$ cat src/rtl/cfg_timer_pkg.sv
package cfg_timer_pkg;

    localparam int DATA_W   = 8;
    localparam int CNT_W    = 2 * DATA_W;
    localparam int PS_SEL_W = 3;
    localparam int PS_W     = 1 << PS_SEL_W;

    // Field order follows the control byte bit positions (bit 7 first).
    typedef struct packed {
        logic                run;
        logic                narrow;
        logic                ext_src;
        logic                fall_edge;
        logic                ps_bypass;
        logic [PS_SEL_W-1:0] ps_sel;
    } tmr_ctrl_t;

    typedef enum logic [1:0] {
        A_CTRL   = 2'd0,
        A_CNT_LO = 2'd1,
        A_CNT_HI = 2'd2,
        A_STATUS = 2'd3
    } tmr_addr_e;

    // Terminal prescaler count for a ratio of 2^(sel+1).
    function automatic logic [PS_W-1:0] ps_last(input logic [PS_SEL_W-1:0] sel);
        logic [PS_W:0] full;
        full = (PS_W+1)'(1) << (sel + 1);
        return PS_W'(full - 1'b1);
    endfunction

endpackage

$ cat src/rtl/tmr_edge_sync.sv
module tmr_edge_sync #(
    parameter int SYNC_STAGES = 2
) (
    input  logic clk,
    input  logic rst,
    input  logic pin_i,
    input  logic fall_sel_i,
    output logic edge_o
);
    logic [SYNC_STAGES-1:0] chain_q;
    logic                   last_q;

    generate
        for (genvar i = 0; i < SYNC_STAGES; i++) begin : g_stage
            if (i == 0) begin : g_first
                always_ff @(posedge clk) begin
                    if (rst) chain_q[0] <= 1'b0;
                    else     chain_q[0] <= pin_i;
                end
            end else begin : g_next
                always_ff @(posedge clk) begin
                    if (rst) chain_q[i] <= 1'b0;
                    else     chain_q[i] <= chain_q[i-1];
                end
            end
        end
    endgenerate

    always_ff @(posedge clk) begin
        if (rst) last_q <= 1'b0;
        else     last_q <= chain_q[SYNC_STAGES-1];
    end

    always_comb begin
        if (fall_sel_i) edge_o = last_q & ~chain_q[SYNC_STAGES-1];
        else            edge_o = ~last_q & chain_q[SYNC_STAGES-1];
    end
endmodule

$ cat src/rtl/tmr_prescaler.sv
module tmr_prescaler
    import cfg_timer_pkg::*;
(
    input  logic                clk,
    input  logic                rst,
    input  logic                clr_i,
    input  logic                hold_i,
    input  logic                bypass_i,
    input  logic [PS_SEL_W-1:0] sel_i,
    input  logic                pulse_i,
    output logic                inc_o,
    output logic [PS_W-1:0]     pre_o
);
    logic [PS_W-1:0] pre_q;
    logic            at_last;
    logic            step;

    always_comb begin
        at_last = (pre_q == ps_last(sel_i));
        step    = pulse_i & ~hold_i;
        inc_o   = step & (bypass_i | at_last);
    end

    always_ff @(posedge clk) begin
        if (rst || clr_i) begin
            pre_q <= '0;
        end else if (step && !bypass_i) begin
            pre_q <= at_last ? '0 : pre_q + 1'b1;
        end
    end

    assign pre_o = pre_q;
endmodule

$ cat src/rtl/tmr_counter.sv
module tmr_counter #(
    parameter int CNT_W = 16
) (
    input  logic             clk,
    input  logic             rst,
    input  logic             inc_i,
    input  logic             narrow_i,
    input  logic             load_i,
    input  logic [CNT_W-1:0] load_val_i,
    output logic [CNT_W-1:0] cnt_o,
    output logic             wrap_o
);
    localparam int HALF = CNT_W / 2;

    logic [CNT_W-1:0] cnt_q;
    logic             low_ones;
    logic             all_ones;

    always_comb begin
        low_ones = &cnt_q[HALF-1:0];
        all_ones = &cnt_q;
        wrap_o   = inc_i & ~load_i & (narrow_i ? low_ones : all_ones);
    end

    always_ff @(posedge clk) begin
        if (rst) begin
            cnt_q <= '0;
        end else if (load_i) begin
            if (narrow_i) cnt_q[HALF-1:0] <= load_val_i[HALF-1:0];
            else          cnt_q           <= load_val_i;
        end else if (inc_i) begin
            if (narrow_i) cnt_q[HALF-1:0] <= cnt_q[HALF-1:0] + 1'b1;
            else          cnt_q           <= cnt_q + 1'b1;
        end
    end

    assign cnt_o = cnt_q;
endmodule

$ cat src/rtl/cfg_timer.sv
module cfg_timer
    import cfg_timer_pkg::*;
(
    input  logic              clk,
    input  logic              rst,
    input  logic              tick_i,
    input  logic              ext_pin_i,
    input  logic              wr_en_i,
    input  logic              rd_en_i,
    input  logic [1:0]        addr_i,
    input  logic [DATA_W-1:0] wdata_i,
    output logic [DATA_W-1:0] rdata_o,
    output logic              ovf_flag_o
);
    tmr_ctrl_t         ctrl_q;
    logic [DATA_W-1:0] hi_wbuf_q;
    logic [DATA_W-1:0] hi_rbuf_q;
    logic              ovf_q;
    logic [CNT_W-1:0]  cnt_q;
    logic [PS_W-1:0]   pre_q;

    logic wr_ctrl, wr_lo, wr_hi, wr_stat, rd_lo;
    logic ext_edge, src_pulse, inc, wrap;

    always_comb begin
        wr_ctrl   = wr_en_i && (addr_i == A_CTRL);
        wr_lo     = wr_en_i && (addr_i == A_CNT_LO);
        wr_hi     = wr_en_i && (addr_i == A_CNT_HI);
        wr_stat   = wr_en_i && (addr_i == A_STATUS);
        rd_lo     = rd_en_i && (addr_i == A_CNT_LO);
        src_pulse = ctrl_q.ext_src ? ext_edge : tick_i;
    end

    tmr_edge_sync #(.SYNC_STAGES(2)) u_sync (
        .clk        (clk),
        .rst        (rst),
        .pin_i      (ext_pin_i),
        .fall_sel_i (ctrl_q.fall_edge),
        .edge_o     (ext_edge)
    );

    tmr_prescaler u_pre (
        .clk      (clk),
        .rst      (rst),
        .clr_i    (wr_ctrl | wr_lo | wr_hi),
        .hold_i   (~ctrl_q.run),
        .bypass_i (ctrl_q.ps_bypass),
        .sel_i    (ctrl_q.ps_sel),
        .pulse_i  (src_pulse),
        .inc_o    (inc),
        .pre_o    (pre_q)
    );

    tmr_counter #(.CNT_W(CNT_W)) u_cnt (
        .clk        (clk),
        .rst        (rst),
        .inc_i      (inc),
        .narrow_i   (ctrl_q.narrow),
        .load_i     (wr_lo),
        .load_val_i ({hi_wbuf_q, wdata_i}),
        .cnt_o      (cnt_q),
        .wrap_o     (wrap)
    );

    always_ff @(posedge clk) begin
        if (rst) begin
            ctrl_q    <= tmr_ctrl_t'('1);
            hi_wbuf_q <= '0;
            hi_rbuf_q <= '0;
            ovf_q     <= 1'b0;
        end else begin
            if (wr_ctrl) ctrl_q    <= tmr_ctrl_t'(wdata_i);
            if (wr_hi)   hi_wbuf_q <= wdata_i;
            if (rd_lo)   hi_rbuf_q <= cnt_q[CNT_W-1:DATA_W];
            if (wrap)                       ovf_q <= 1'b1;
            else if (wr_stat && wdata_i[0]) ovf_q <= 1'b0;
        end
    end

    always_comb begin
        unique case (addr_i)
            A_CTRL:   rdata_o = ctrl_q;
            A_CNT_LO: rdata_o = cnt_q[DATA_W-1:0];
            A_CNT_HI: rdata_o = hi_rbuf_q;
            default:  rdata_o = {{(DATA_W-1){1'b0}}, ovf_q};
        endcase
    end

    assign ovf_flag_o = ovf_q;
endmodule

$ cat config.mk
export PLATFORM = sky130hd
export DESIGN_NAME = cfg_timer
export DESIGN_NICKNAME = d
export VERILOG_FILES = /design/src/rtl/cfg_timer_pkg.sv /design/src/rtl/tmr_edge_sync.sv /design/src/rtl/tmr_prescaler.sv /design/src/rtl/tmr_counter.sv /design/src/rtl/cfg_timer.sv
export SDC_FILE = /design/constraint.sdc
export NUM_CORES = 1
export LEC_CHECK = 0
export ABC_AREA = 1
export BUFFER_PORTS_ARGS = -buffer_cell sky130_fd_sc_hd__clkbuf_2
export CORE_ASPECT_RATIO = 0.5
export CORE_MARGIN = 3
export CORE_UTILIZATION = 60
export CTS_CLUSTER_DIAMETER = 150
export DETAILED_ROUTE_END_ITERATION = 8
export GPL_TIMING_DRIVEN = 1
export PLACE_DENSITY = 0.86
export SYNTH_ARGS = -nofsm -noshare
export SYNTH_HDL_FRONTEND = slang
export SYNTH_SLANG_ARGS = --single-unit
$ cat constraint.sdc
create_clock -name clk -period 2.1 [get_ports clk]
set_input_delay 0.42 -clock clk [delete_from_list [all_inputs] [get_ports clk]]
set_output_delay 0.42 -clock clk [all_outputs]
set_load 0.05 [all_outputs]
==> impl_metrics.tcl, run 1 <==
set metrics [dict create \
    status "complete, no violations" \
    worst_pin_slew_ns 0.589 \
    grt_use_total_pct 26.0 \
    post-route-min-period_ns 2.00 \
    grt.overflow.total 0 \
    die_w_um 105 \
    grt_pass1_wl_mm 12.3 \
    netlist_area_um2 2970 \
    reg2reg_to "u_cnt.cnt_o[11]" \
    fillers 328 \
    ys_types 32 \
    hold_violations 0 \
    cts_root_buf "clkbuf_8" \
    r2r_cells 17 \
    maxCapViolations 0 \
    clk_pin_slew_ns 0.10 \
    core_area_um2 4570 \
    combPwrFrac_pct 16.5 \
    final-setup-viol-count 0 \
    fp.dieArea_um2 5870 \
    slew_violations 0 \
    min_to "u_sync.chain_q[0]" \
    critical-path-max-stage-delay_ns 0.36 \
    first_global_vias 2611 \
    syn_nets 457 \
    port_buffers 24 \
    fin_skew_ns 0.00819 \
    num_vias 3053 \
    hold_path_class "input pin to register" \
    critPathBufInv 2 \
    cp_cell_sequence "inv_2, nand3_2, ha_4, nor2_1, nor2_1, nand2_1, nor2_1, nand2_1, nor2_2, nand2_2, nand2_4, nand2_8, nand2_8, buf_12, nand3_1, nand2_1, nor2_1" \
    period_share_pct 95.2 \
    gp_congestion 0.927 \
    wl_per_cell_um 14.1 \
    placed_cell_area_um2 3220 \
    start_util_pct 64.8 \
    die_h_um 55.7 \
    drt-vias-per-instance 5.54 \
    startpoint_type "register" \
    wl_mm 7.76 \
    netlist_instances 438 \
    p_sw_w 0.000624 \
    ios 25 \
    grt_max_degree 25 \
    regToRegStartpoint "ctrl_q[2]" \
    rows 17 \
    cts.sinks 52 \
    ys_seq_elements 52 \
    synthFlopType "dfxtp_1" \
    layout-drive-gt1-share_pct 21.0 \
    yosysSeqAreaShare_pct 35.1 \
    multi_input_area_um2 1690 \
    h-tree-depth 2 \
    fmax_ghz 0.500 \
    async_flop_share_pct 0 \
    syn_area_per_cell_um2 6.77 \
    clock_latency_ns 0.32 \
    area_growth_pct 18.1 \
    p_per_area_nw_per_um2 643 \
    min_from "ext_pin_i" \
    crit_fanout 7 \
    dp.cells 531 \
    drt_iter0_drc 250 \
    max_slew_margin_pct 60.6 \
    critPathCaptureType "register" \
    vdd_drop_max_v 0.000398 \
    ys_warn_count 0 \
    dp_hpwl_mm 5.38 \
    cpMaxStageDelayCell "dfxtp_4" \
    final_nets 503 \
    drc_errors 0 \
    seq_area_um2 1050 \
    antenna_found_initial 0 \
    clock_power_share_pct 37.2 \
    firstDrtPassIters 6 \
    cts_hold_buf 0 \
    cts_buffers 5 \
    final_cell_area_um2 3500 \
    crit_type "register to register" \
    rrSetupSlack_ns 0.1 \
    cpMostUsedCell "nor2_1" \
    clockBufferDepth 2 \
    seqPwrFrac_pct 46.3 \
    critical_path.top_delay_family "simple AND/OR/NAND/NOR gates" \
    worstHoldPathCells 3 \
    post-route-worst-setup-slack_ns 0.0999 \
    antenna_cells 0 \
    leakage_nw 1.42 \
    internal_power_w 0.00163 \
    final_cells 551 \
    swShare_pct 27.7 \
    synth-edff-count 0 \
    ant_nets 0 \
    power_w 0.00225 \
    arrival_ns 2.22 \
    setup-tns-final_ns 0 \
    required_ns 2.32 \
    dp_slack_ns 0.0606 \
    cts_tree "yes" \
]
==> cells by family after synthesis <==
group | count (synthesis) | synth area share, %
other cells | 1 | 0.126
xor+xnor | 11 | 3.25
compound gates | 91 | 18.6
flops | 52 | 35.1
simple gates | 211 | 32.2
buf+inv | 69 | 9.41
fa+ha+maj | 3 | 1.27
==> cells in the final DEF, fill, tap and decap left out, types with 3 or more instances in the layout <==
cell type and instances:
nand2_1 97, inv_1 50, dfxtp_1 49, nor2_1 41, nand3_1 40, o21ai_0 36
a21oi_1 25, buf_4 25, clkbuf_2 24, a21oi_2 11, nand2_2 10, xor2_1 9
o221ai_1 8, o211ai_1 7, nor3_1 7, inv_2 6, clkbuf_8 5, nand4_1 3
nor2_2 3, nand2_8 3
==> layout make-up <==
type	instances	share of cell area, %
timing repair buffer	50	9.36
clock inverter	3	1.96
tap	66	2.36
clock buffer	5	1.96
sequential	52	29.9
multi-input combinational	318	48.3
inverter	57	6.11
==> cell usage after synthesis (2+ instances only) <==
library cell / count / area (um^2)
nand2_8: 2 / 40.0
o221ai_1: 8 / 70.1
nor2_4: 2 / 22.5
nor2_2: 2 / 12.5
ha_1: 3 / 37.5
xnor2_1: 2 / 17.5
dfxtp_1: 52 / 1040
xor2_1: 9 / 78.8
inv_1: 50 / 188
nand2_1: 98 / 368
nor2_1: 42 / 158
nand4_1: 3 / 18.8
nand2_2: 9 / 56.3
nor3_1: 7 / 35.0
nand2_4: 2 / 22.5
o21ai_0: 36 / 180
clkbuf_1: 8 / 30.0
o211ai_1: 7 / 52.6
a21oi_2: 11 / 96.3
nand3_1: 42 / 210
buf_2: 3 / 15.0
a21oi_1: 25 / 125
inv_2: 6 / 22.5
==> timing repair <==
action	in CTS	in global routing
setup buffers	0	11
endpoints found under the setup margin	0	17
gates resized for setup	0	11
==> sequential cells by signal, summed over array words and instances (netlist names) <==
register	flops
hi_wbuf_q	8
u_cnt.cnt_o	16
ctrl_q	8
hi_rbuf_q	8
u_sync.last_q	1
u_pre.pre_o	8
u_sync.chain_q	2
ovf_flag_o	1
==> metrics by stage <==
| stage | utilization (%) | hold slack, ns |
|---|---|---|
| 5_1_grt | 76.6 | 0.303 |
| 3_5_place_dp | 70.3 | 0.403 |
| 2_1_floorplan | - | 0.388 |
| 4_1_cts | 73.3 | 0.289 |
| 6_report | 76.6 | 0.296 |
| 3_3_place_gp | 70.3 | 0.390 |
==> worst register-to-register path, cell delays in order (launching register included) <==
cell and delay [ns]:
dfxtp_4 0.36, inv_2 0.06, nand3_2 0.08, ha_4 0.28, nor2_1 0.03, nor2_1 0.08, nand2_1 0.07, nor2_1 0.10
nand2_1 0.08, nor2_2 0.11, nand2_2 0.08, nand2_4 0.09, nand2_8 0.09, nand2_8 0.11, buf_12 0.12, nand3_1 0.06
nand2_1 0.06, nor2_1 0.04
==> worst max path at each step <==
stage / from / endpoint / slack (ns) / cells after the start
after floorplan: addr_i[1] / rdata_o[1] / 0.09 / 3
after global placement: addr_i[1] / rdata_o[5] / 0.12 / 5
after detailed placement: ctrl_q[2] / u_cnt.cnt_o[10] / 0.06 / 17
after CTS: ctrl_q[2] / u_cnt.cnt_o[10] / 0.05 / 17
after global routing: ctrl_q[2] / u_cnt.cnt_o[12] / -0.08 / 17
final: ctrl_q[2] / u_cnt.cnt_o[11] / 0.1 / 17
==> power groups by stage <==
stage | logic (W) | registers (W) | clock network (W)
after floorplan | 0.000238 | 0.00106 | 0
after global placement | 0.000318 | 0.00106 | 0
after detailed placement | 0.000320 | 0.00106 | 0
after CTS | 0.000322 | 0.00104 | 0.000841
after global routing | 0.000405 | 0.00105 | 0.000892
final | 0.000372 | 0.00104 | 0.000839
==> per-layer routing <==
layer / track usage, % / part of all wire, % / up-vias / wire, um
met2: 40.2 / 45 / 129 / 3500
met3: 7.65 / 8.9 / 18 / 692
li1: - / - / 1529 / -
met5: 0 / 0 / - / 0
met1: 35.6 / 44 / 1377 / 3440
met4: 6.36 / 1.7 / 0 / 132
Power figures use the tool's default switching activity.
==> run 2, diff against run 1 <==
--- a/config.mk
+++ b/config.mk
@@ -5,15 +5,14 @@
 export SDC_FILE = /design/constraint.sdc
 export NUM_CORES = 1
 export LEC_CHECK = 0
-export ABC_AREA = 1
 export BUFFER_PORTS_ARGS = -buffer_cell sky130_fd_sc_hd__clkbuf_2
 export CORE_ASPECT_RATIO = 0.5
 export CORE_MARGIN = 3
-export CORE_UTILIZATION = 60
+export CORE_UTILIZATION = 59
 export CTS_CLUSTER_DIAMETER = 150
 export DETAILED_ROUTE_END_ITERATION = 8
 export GPL_TIMING_DRIVEN = 1
-export PLACE_DENSITY = 0.86
+export PLACE_DENSITY = 0.85
 export SYNTH_ARGS = -nofsm -noshare
 export SYNTH_HDL_FRONTEND = slang
 export SYNTH_SLANG_ARGS = --single-unit
==> impl_metrics.tcl, run 2 <==
set metrics [dict create \
    status "complete, but fails checks" \
    violations "setup timing" \
    synthFlopType "dfxtp_1" \
    p_per_area_nw_per_um2 546 \
    die_w_um 103 \
    fin_skew_ns 0.00311 \
    netlist_area_um2 2790 \
    startpoint_type "register" \
    arrival_ns 2.96 \
    async_flop_share_pct 0 \
    cts_root_buf "clkbuf_8" \
    clock_latency_ns 0.30 \
    ys_warn_count 0 \
    first_global_vias 2922 \
    fp.dieArea_um2 5640 \
    max_slew_margin_pct 65.6 \
    cp-endpoint "u_cnt.cnt_o[4]" \
    yosysTopAreaCell "dfxtp_1" \
    post-route-worst-setup-slack_ns -0.641 \
    swShare_pct 29.4 \
    antenna_cells 0 \
    dp_hpwl_mm 5.77 \
    syn_nets 370 \
    worst_pin_slew_ns 0.516 \
    ys_seq_elements 52 \
    wl_mm 8.73 \
    grt_most_used_layer "met2" \
    dp_slack_ns -0.663 \
    syn_area_per_cell_um2 7.95 \
    power_w 0.00194 \
    final_cells 447 \
    vdd_drop_max_v 0.000411 \
    synthTopCellsByArea "dfxtp_1 37%, nand2_1 7.3%, a21oi_1 5.2%, nand3_1 4.1%, nor2b_1 3.4%" \
    layout_common_cells "54 x nand2_1, 51 x dfxtp_1, 34 x buf_4, 25 x a21oi_1, 23 x nand3_1" \
    internal_power_w 0.00137 \
    slew_violations 0 \
    maxCapViolations 0 \
    ios 25 \
    grt_pass1_wl_mm 14.2 \
    worstSetupStartpoint "ctrl_q[1]" \
    final_nets 414 \
    die_h_um 54.6 \
    regToRegStartpoint "ctrl_q[1]" \
    setup-tns-final_ns -12.21 \
    cts_buffers 5 \
    synth-edff-count 0 \
    post-route-min-period_ns 2.74 \
    crit_type "register to register" \
    final_common_cell "nand2_1" \
    port_buffers 24 \
    layout-drive-gt1-share_pct 28.2 \
    largest_reg_flops 16 \
    netlist.area_leader.share_pct 37.3 \
    critPathCaptureType "register" \
    fmax_ghz 0.365 \
    cts.sinks 52 \
    yosysMostFrequentCell "nand2_1" \
    drt-vias-per-instance 6.76 \
    hold_violations 0 \
    area_growth_pct 27.0 \
    firstDrtPassIters 6 \
    rrSetupSlack_ns -0.64 \
    hold_path_class "input pin to register" \
    fin_util_pct 84.3 \
    core_area_um2 4200 \
    dp.cells 440 \
    ys_types 50 \
    drc_errors 0 \
    antenna_found_initial 0 \
    wl_per_cell_um 19.5 \
    use_met3_pct 6.74 \
    crit_fanout 8 \
    r2r_cells 9 \
    required_ns 2.31 \
    h-tree-depth 2 \
    leakage_nw 1.24 \
    yosysSeqAreaShare_pct 37.3 \
    clk_pin_slew_ns 0.08 \
    num_vias 3021 \
    reg2reg_to "u_cnt.cnt_o[4]" \
    ant_nets 0 \
    grt.overflow.total 0 \
    start_util_pct 66.4 \
    seqPwrFrac_pct 53.6 \
    cts_tree "yes" \
    gp_congestion 0.912 \
    cts_hold_buf 0 \
    rsz0062_at_grt "yes" \
    combPwrFrac_pct 19.7 \
    grtUsageMet2_pct 56.5 \
    rows 16 \
    period_share_pct 131 \
    drt_iter0_drc 253 \
    netlist_instances 351 \
    grt_use_met1_pct 41.5 \
    netlist_top_cells_count "54 x nand2_1, 52 x dfxtp_1, 29 x a21oi_1, 23 x nand3_1, 20 x nor2_1" \
    grt_max_degree 25 \
    grt_use_total_pct 32.9 \
    clock_power_share_pct 26.6 \
    p_sw_w 0.000569 \
    clockBufferDepth 2 \
    final-setup-viol-count 24 \
]
==> run 2: timing repair <==
action                     in CTS  in global routing
setup endpoints to repair      24                 24
resized for setup              32                  9
setup buffers                   5                  1
pin swaps                      29                  8
==> run 2: kinds of logic (layout without fill, tap and decap cells) <==
family / Yosys count / in the layout / synth area share (%)
adders and majority gates: 3 / 3 / 1.35
AOI/OAI and AO/OA: 87 / 87 / 20.9
other: 1 / 1 / 0.134
and+or+nand+nor: 163 / 163 / 29.5
muxes: 8 / 8 / 3.32
buffers and inverters: 26 / 68 / 3.77
xor gates and xnor gates: 11 / 11 / 3.72
DFF: 52 / 52 / 37.3
==> run 2: layout make-up <==
class                      instances  area (um^2)
multi-input combinational        273         1910
sequential                        52         1040
fill                             241          662
timing repair buffer              61          448
clock buffer                       5         68.8
tap                               54         67.6
inverter                           2         7.51
==> run 2: critical path: stages (launching register included) <==
cell,delay (ns)
dfxtp_2,0.33
or3_4,0.40
ha_4,0.27
xor2_1,0.16
o211ai_1,0.13
a2111oi_2,0.29
a41oi_1,0.18
buf_4,0.20
or4_4,0.48
a311oi_2,0.21
==> run 2: per-layer routing <==
| layer | share of wire, % | vias up |
|---|---|---|
| met5 | 0 | - |
| met4 | 2.7 | 0 |
| met3 | 8.6 | 32 |
| met2 | 47 | 175 |
| met1 | 41 | 1434 |
| li1 | - | 1380 |
==> run 2: stage by stage <==
step | area, um^2 | hold slack, ns
finish | 3540 | 0.327
global route | 3540 | 0.328
CTS | 3520 | 0.332
detailed placement | 3240 | 0.442
global placement | 3240 | 0.418
floorplan | 2850 | 0.414
==> run 2: worst min path at each step <==
stage,cells after the start,start,endpoint
2_1_floorplan,1,u_sync.chain_q[0],u_sync.chain_q[1]
3_3_place_gp,1,u_sync.chain_q[0],u_sync.chain_q[1]
3_5_place_dp,1,u_sync.chain_q[0],u_sync.chain_q[1]
4_1_cts,2,ext_pin_i,u_sync.chain_q[0]
5_1_grt,2,ext_pin_i,u_sync.chain_q[0]
6_report,2,ext_pin_i,u_sync.chain_q[0]
==> run 2: power by group through the flow <==
stage	Sequential (W)	Combinational, W	Clock [W]
floorplan	0.00105	0.000210	0
global placement	0.00106	0.000319	0
detailed placement	0.00106	0.000331	0
CTS	0.00104	0.000365	0.000517
global route	0.00104	0.000404	0.000544
finish	0.00104	0.000382	0.000516
